File: src/rtl/lutcell_pkg.sv
package lutcell_pkg;
  typedef enum logic [1:0] {
    MODE_WHOLE = 2'd0,
    MODE_SPLIT = 2'd1,
    MODE_MUXED = 2'd2,
    MODE_ALT   = 2'd3
  } cell_mode_e;
endpackage

File: src/rtl/lutcell_cfg_chain.sv
module lutcell_cfg_chain #(
  parameter int LEN = 63
) (
  input  logic           clk,
  input  logic           rst_n,
  input  logic           shift_en,
  input  logic           shift_din,
  output logic [LEN-1:0] image,
  output logic           done
);
  localparam int CNT_W = $clog2(LEN + 1);

  logic [CNT_W-1:0] fill_cnt;
  logic             at_full;

  assign at_full = (fill_cnt == CNT_W'(LEN));
  assign done    = at_full;

  always_ff @(posedge clk or negedge rst_n) begin
    if (!rst_n) begin
      image    <= '0;
      fill_cnt <= '0;
    end else if (shift_en) begin
      image <= {image[LEN-2:0], shift_din};
      if (!at_full) fill_cnt <= fill_cnt + 1'b1;
    end
  end
endmodule

File: src/rtl/lutcell_lut_core.sv
module lutcell_lut_core
  import lutcell_pkg::*;
#(
  parameter int EXT_N  = 5,
  parameter int LUT_AW = 5,
  parameter int SEL_W  = 3,
  parameter int PINNED = 2
) (
  input  logic [(1<<LUT_AW)-1:0]      table_bits,
  input  cell_mode_e                  mode,
  input  logic [LUT_AW*SEL_W-1:0]     s_sel,
  input  logic [(LUT_AW-1)*SEL_W-1:0] t_sel,
  input  logic [EXT_N-1:0]            ext,
  input  logic                        qa,
  input  logic                        qb,
  output logic                        f_raw,
  output logic                        g_raw,
  output logic                        whole_w
);
  localparam int HALF_AW = LUT_AW - 1;

  function automatic logic pick(input logic [SEL_W-1:0] sel, input logic ext_only,
                                input logic [EXT_N-1:0] e, input logic a, input logic b);
    if (int'(sel) < EXT_N)       return e[sel];
    else if (ext_only)           return 1'b0;
    else if (int'(sel) == EXT_N) return a;
    else if (int'(sel) == EXT_N + 1) return b;
    else                         return 1'b0;
  endfunction

  logic [LUT_AW-1:0]  s_addr;
  logic [HALF_AW-1:0] t_addr;

  for (genvar k = 0; k < LUT_AW; k++) begin : g_s
    assign s_addr[k] = pick(s_sel[k*SEL_W +: SEL_W], (k < PINNED), ext, qa, qb);
  end
  for (genvar k = 0; k < HALF_AW; k++) begin : g_t
    assign t_addr[k] = pick(t_sel[k*SEL_W +: SEL_W], (k < PINNED), ext, qa, qb);
  end

  logic whole_v, low_v, high_v, merged_v;
  assign whole_v  = table_bits[s_addr];
  assign low_v    = table_bits[{1'b0, s_addr[HALF_AW-1:0]}];
  assign high_v   = table_bits[{1'b1, t_addr}];
  assign merged_v = s_addr[LUT_AW-1] ? high_v : low_v;

  assign whole_w = (mode == MODE_WHOLE) || (mode == MODE_ALT);

  always_comb begin
    unique case (mode)
      MODE_SPLIT: begin f_raw = low_v;    g_raw = high_v;   end
      MODE_MUXED: begin f_raw = merged_v; g_raw = merged_v; end
      default:    begin f_raw = whole_v;  g_raw = whole_v;  end
    endcase
  end
endmodule

File: src/rtl/lutcell_ff_pair.sv
module lutcell_ff_pair (
  input  logic clk,
  input  logic rst_n,
  input  logic run,
  input  logic f_in,
  input  logic g_in,
  input  logic x_from_g,
  input  logic y_from_g,
  output logic qx,
  output logic qy
);
  always_ff @(posedge clk or negedge rst_n) begin
    if (!rst_n) begin
      qx <= 1'b0;
      qy <= 1'b0;
    end else if (run) begin
      qx <= x_from_g ? g_in : f_in;
      qy <= y_from_g ? g_in : f_in;
    end
  end
endmodule

File: src/rtl/lutcell_top.sv
module lutcell_top
  import lutcell_pkg::*;
#(
  parameter int EXT_N  = 5,
  parameter int LUT_AW = 5
) (
  input  logic             clk,
  input  logic             rst_n,
  input  logic             cfg_en,
  input  logic             cfg_din,
  input  logic [EXT_N-1:0] ext_in,
  output logic             f_out,
  output logic             g_out,
  output logic             qx_out,
  output logic             qy_out,
  output logic             cfg_done
);
  localparam int SEL_W    = $clog2(EXT_N + 3);
  localparam int LUT_N    = 1 << LUT_AW;
  localparam int HALF_AW  = LUT_AW - 1;
  localparam int MODE_LSB = LUT_N;
  localparam int SSEL_LSB = LUT_N + 2;
  localparam int TSEL_LSB = SSEL_LSB + LUT_AW * SEL_W;
  localparam int FX_BIT   = TSEL_LSB + HALF_AW * SEL_W;
  localparam int FY_BIT   = FX_BIT + 1;
  localparam int CFG_LEN  = FY_BIT + 1;

  logic [CFG_LEN-1:0] image;
  logic               done_w;
  logic               f_raw, g_raw, whole_w;
  logic               qx_w, qy_w;
  logic               fx_src_w, fy_src_w;
  cell_mode_e         mode_w;

  lutcell_cfg_chain #(.LEN(CFG_LEN)) chain_i (
    .clk(clk), .rst_n(rst_n), .shift_en(cfg_en), .shift_din(cfg_din),
    .image(image), .done(done_w)
  );

  assign mode_w   = cell_mode_e'(image[MODE_LSB +: 2]);
  assign fx_src_w = image[FX_BIT];
  assign fy_src_w = image[FY_BIT];

  lutcell_lut_core #(.EXT_N(EXT_N), .LUT_AW(LUT_AW), .SEL_W(SEL_W), .PINNED(2)) core_i (
    .table_bits(image[LUT_N-1:0]),
    .mode(mode_w),
    .s_sel(image[SSEL_LSB +: LUT_AW*SEL_W]),
    .t_sel(image[TSEL_LSB +: HALF_AW*SEL_W]),
    .ext(ext_in), .qa(qx_w), .qb(qy_w),
    .f_raw(f_raw), .g_raw(g_raw), .whole_w(whole_w)
  );

  lutcell_ff_pair regs_i (
    .clk(clk), .rst_n(rst_n), .run(done_w),
    .f_in(f_out), .g_in(g_out),
    .x_from_g(fx_src_w), .y_from_g(fy_src_w),
    .qx(qx_w), .qy(qy_w)
  );

  assign f_out    = done_w & f_raw;
  assign g_out    = done_w & g_raw;
  assign qx_out   = qx_w;
  assign qy_out   = qy_w;
  assign cfg_done = done_w;
endmodule

File: config.mk
export PLATFORM = sky130hd
export DESIGN_NAME = lutcell_top
export DESIGN_NICKNAME = d
export VERILOG_FILES = /design/src/rtl/lutcell_pkg.sv /design/src/rtl/lutcell_cfg_chain.sv /design/src/rtl/lutcell_lut_core.sv /design/src/rtl/lutcell_ff_pair.sv /design/src/rtl/lutcell_top.sv
export SDC_FILE = /design/constraint.sdc
export NUM_CORES = 1
export LEC_CHECK = 0
export ABC_AREA = 1
export BUFFER_PORTS_ARGS = -buffer_cell sky130_fd_sc_hd__buf_2
export CORE_MARGIN = 2
export CORE_UTILIZATION = 40
export DETAILED_ROUTE_END_ITERATION = 8
export PLACE_DENSITY = 0.67
export RECOVER_POWER = 25
export SYNTH_ARGS = -nofsm -noshare
export SYNTH_HDL_FRONTEND = slang
export SYNTH_SLANG_ARGS = --single-unit
File: constraint.sdc
create_clock -name clk -period 2 [get_ports clk]
set_clock_uncertainty 0.15 [all_clocks]
set_input_delay 0.2 -clock clk [delete_from_list [all_inputs] [get_ports clk]]
set_output_delay 0.2 -clock clk [all_outputs]
set_load 0.01 [all_outputs]
==> impl_metrics.csv <==
group,metric,value,unit
clock_tree,worst_skew_pair.late_latency,360,ps
detailed_routing,drt-initial-drc-count,246,
clock_tree,cts_buffers,9,
timing,worst_slack,-623,ps
yosys,synth_top_area_share,45.7,%
global_route,grt_pass1_vias,3327,
detailed_routing,routed_wl,9.25,mm
power,p_switching,1.88,mW
power,sequentialPowerShare,40.0,%
place,dpl_cell_area,4320,um2
timing,worstMarginPinSlew,1070,ps
cells_and_area,final_common_cell,"nand2_1",
yosys,netlist_instances,506,
power,p_per_area,1090,nW/um2
detailed_routing,dr.pass1.iters,5,
yosys,syn-num-nets,518,
global_route,grt_overflow_total,0,
worst_setup_path,rrSetupSlack,-170,ps
global_route,antenna_found_initial,0,
clock_tree,cts_tree,"yes",
power,power,5.02,mW
die,io_pins,14,
timing,rsz0062_at_grt,"true",
place,io_buffers,13,
detailed_routing,drt_drc_violations_left,0,
worst_hold_path,hold_start,"cfg_en",
timing,maxSlewViolCount,0,
die,coreArea,9330,um2
worst_hold_path,hold_path.class,"in2reg",
yosys,synth_compound_area_share,14.4,%
yosys,synth.area.top_cells,"dfrtp_1, nand2_1, nand3_1",
power,p_sw_share,37.4,%
yosys,synth-simple-area-share,29.1,%
power,intPower,3.14,mW
global_route,grt_pass1_wl,15.9,mm
yosys,synthDistinctLibCells,31,
power,ir_drop,0.000583,V
worst_setup_path,crit_fanout,8,
die,dieWidth,103,um
power,p_comb_share,34.4,%
detailed_routing,vias,3523,
detailed_routing,vias_per_cell,5.15,
clock_tree,clk_path_buf_depth,2,
clock_tree,clock-root-buffer,"clkbuf_8",
detailed_routing,antenna_left,0,
worst_setup_path,end_kind,"primary output",
yosys,ys_warn_count,0,
yosys,synthMuxAreaShare,0,%
yosys,syn_area_per_cell,7.69,um2
global_route,track_usage,19.2,%
run,maxCapViolations,0,
timing,setup_viol,4,
die,dieArea,10500,um2
place,routabilityCongestion,0.846,
worst_setup_path,critical_path_arrival,2270,ps
die,rows,35,
clock_tree,cts_htree_levels,3,
global_route,grt_start_max_net_pins,87,
timing,hold_violations,0,
timing,fin_tns_setup,-1540,ps
worst_setup_path,r2r_start,"chain_i.image[34]",
cells_and_area,design_area,4610,um2
timing,fmax,0.381,GHz
die,initial_core_util,41.7,%
clock_tree,clock_sinks,71,
yosys,synth_top_area_cell,"dfrtp_1",
yosys,ys_ff_latch,71,
timing,max_slew_margin,28.9,%
yosys,synth_top_family_by_area,"simple AND/OR/NAND/NOR gates",
clock_tree,clkSlewWorstSetupHoldPaths,80,ps
place,dp_hpwl,6.41,mm
worst_setup_path,required,1650,ps
yosys,yosys.area_share.xor_xnor,0.901,%
worst_setup_path,critPathLaunch,"chain_i.image[34]",
cells_and_area,nFillCells,898,
power,p_leak,2.13,nW
worst_setup_path,start_kind,"flip-flop",
die,die_h,103,um
cells_and_area,drive_gt1_share,19.6,%
yosys,ys_seq_area_share,45.7,%
cells_and_area,num-nets-final,562,
timing,min_period_over_period,131,%
cells_and_area,mostFrequentLayoutCells,"nand2_1, nand3_1, o21ai_0",
worst_setup_path,worstSetupPathType,"reg2out",
yosys,synth.cell_area,3890,um2
status,outcome,"complete, but fails checks",
cells_and_area,areaGrowthSynthToFinish,18.4,%
status,violations,"negative setup slack",
cells_and_area,diodes,0,
timing,fin_crit,2620,ps
yosys,yosys.area_share.adder,0.965,%
detailed_routing,routedWlPerCell,13.5,um
place,post-place-ws,-329,ps
power,clkPwrFrac,25.6,%
-- flip-flops by register name (all words and copies together) (netlist names) --
name and count:
chain_i.image 63, regs_i.qy 1, regs_i.qx 1, chain_i.fill_cnt 6
-- power by group through the flow --
stage                     registers, mW  clock network (mW)  logic [mW]
after floorplan                    1.94                   0        1.15
after global routing               2.05                1.36        1.94
after CTS                          2.01                1.31        1.71
after detailed placement           2.02                   0        1.66
final                              2.01                1.29        1.73
after global placement             2.02                   0        1.60
-- layer usage --
metal	global-route usage [%]	vias up	wire length, um	share of wire [%]
met5	0	-	0	0
met4	7.90	0	156	1.7
met3	2.71	15	299	3.2
met2	30.3	68	4380	47
met1	26.7	1677	4420	48
li1	-	1763	-	-
-- kinds of logic after synthesis --
| group | after synthesis |
|---|---|
| fa+ha+maj | 3 |
| xor+xnor | 4 |
| flops | 71 |
| simple gates | 241 |
| buf+inv | 85 |
| compound gates | 102 |
-- final timing paths --
kind	end	cells past startpoint
max	f_out	16
min	chain_i.image[44]	4
max reg2reg	regs_i.qy	16
min reg2reg	chain_i.fill_cnt[0]	1
max in group asynchronous	chain_i.image[41]	3
min in group asynchronous	chain_i.image[43]	3
-- cells in the mapped netlist (all sizes together) --
| library cell | number |
|---|---|
| a21oi | 14 |
| and3 | 1 |
| buf | 5 |
| clkbuf | 15 |
| dfrtp | 71 |
| ha | 3 |
| inv | 65 |
| nand2 | 143 |
| nand3 | 88 |
| nand3b | 1 |
| nand4 | 5 |
| nor2 | 3 |
| o211ai | 6 |
| o21ai | 75 |
| o22ai | 1 |
| o311ai | 3 |
| o31ai | 3 |
| xnor2 | 2 |
| xor2 | 2 |
-- final cells by class --
class,count,area (um2),area share (%)
flip-flops and latches,71,1780,38.6
well taps,129,161,3.50
repair buffers,52,379,8.23
multi-input cells,351,1820,39.5
clock inverters,7,96.3,2.09
inverters,65,246,5.35
clock buffers,9,124,2.69
-- worst max-delay path, stage by stage (launching register included) --
cell and delay (ps):
dfrtp_1 420, inv_2 110, nand2_1 70, nand3_2 90, nand3_4 130, nand2_4 130, nand2_1 70, nand3_1 80
nand3_2 80, nand3_2 100, nand2_2 60, nand2_2 70, nand2_2 70, a21oi_4 130, inv_2 60, a21oi_2 110
buf_2 150
-- per-stage QoR --
stage	util, %	cells	hold slack, ps
after floorplan	-	506	-246
after global placement	46.3	662	103
after detailed placement	46.3	662	110
after CTS	49.4	683	161
after global routing	49.4	684	211
final	49.4	684	150
-- timing repair --
item | CTS | global route
hold endpoints to repair | 72 | 0
cloned | 1 | 0
buffers inserted | 2 | 1
resized for setup | 7 | 4
pin swaps | 2 | 4
setup endpoints to repair | 4 | 4
hold buffers | 2 | 0
Note: power is estimated with default switching activity, not from simulation.
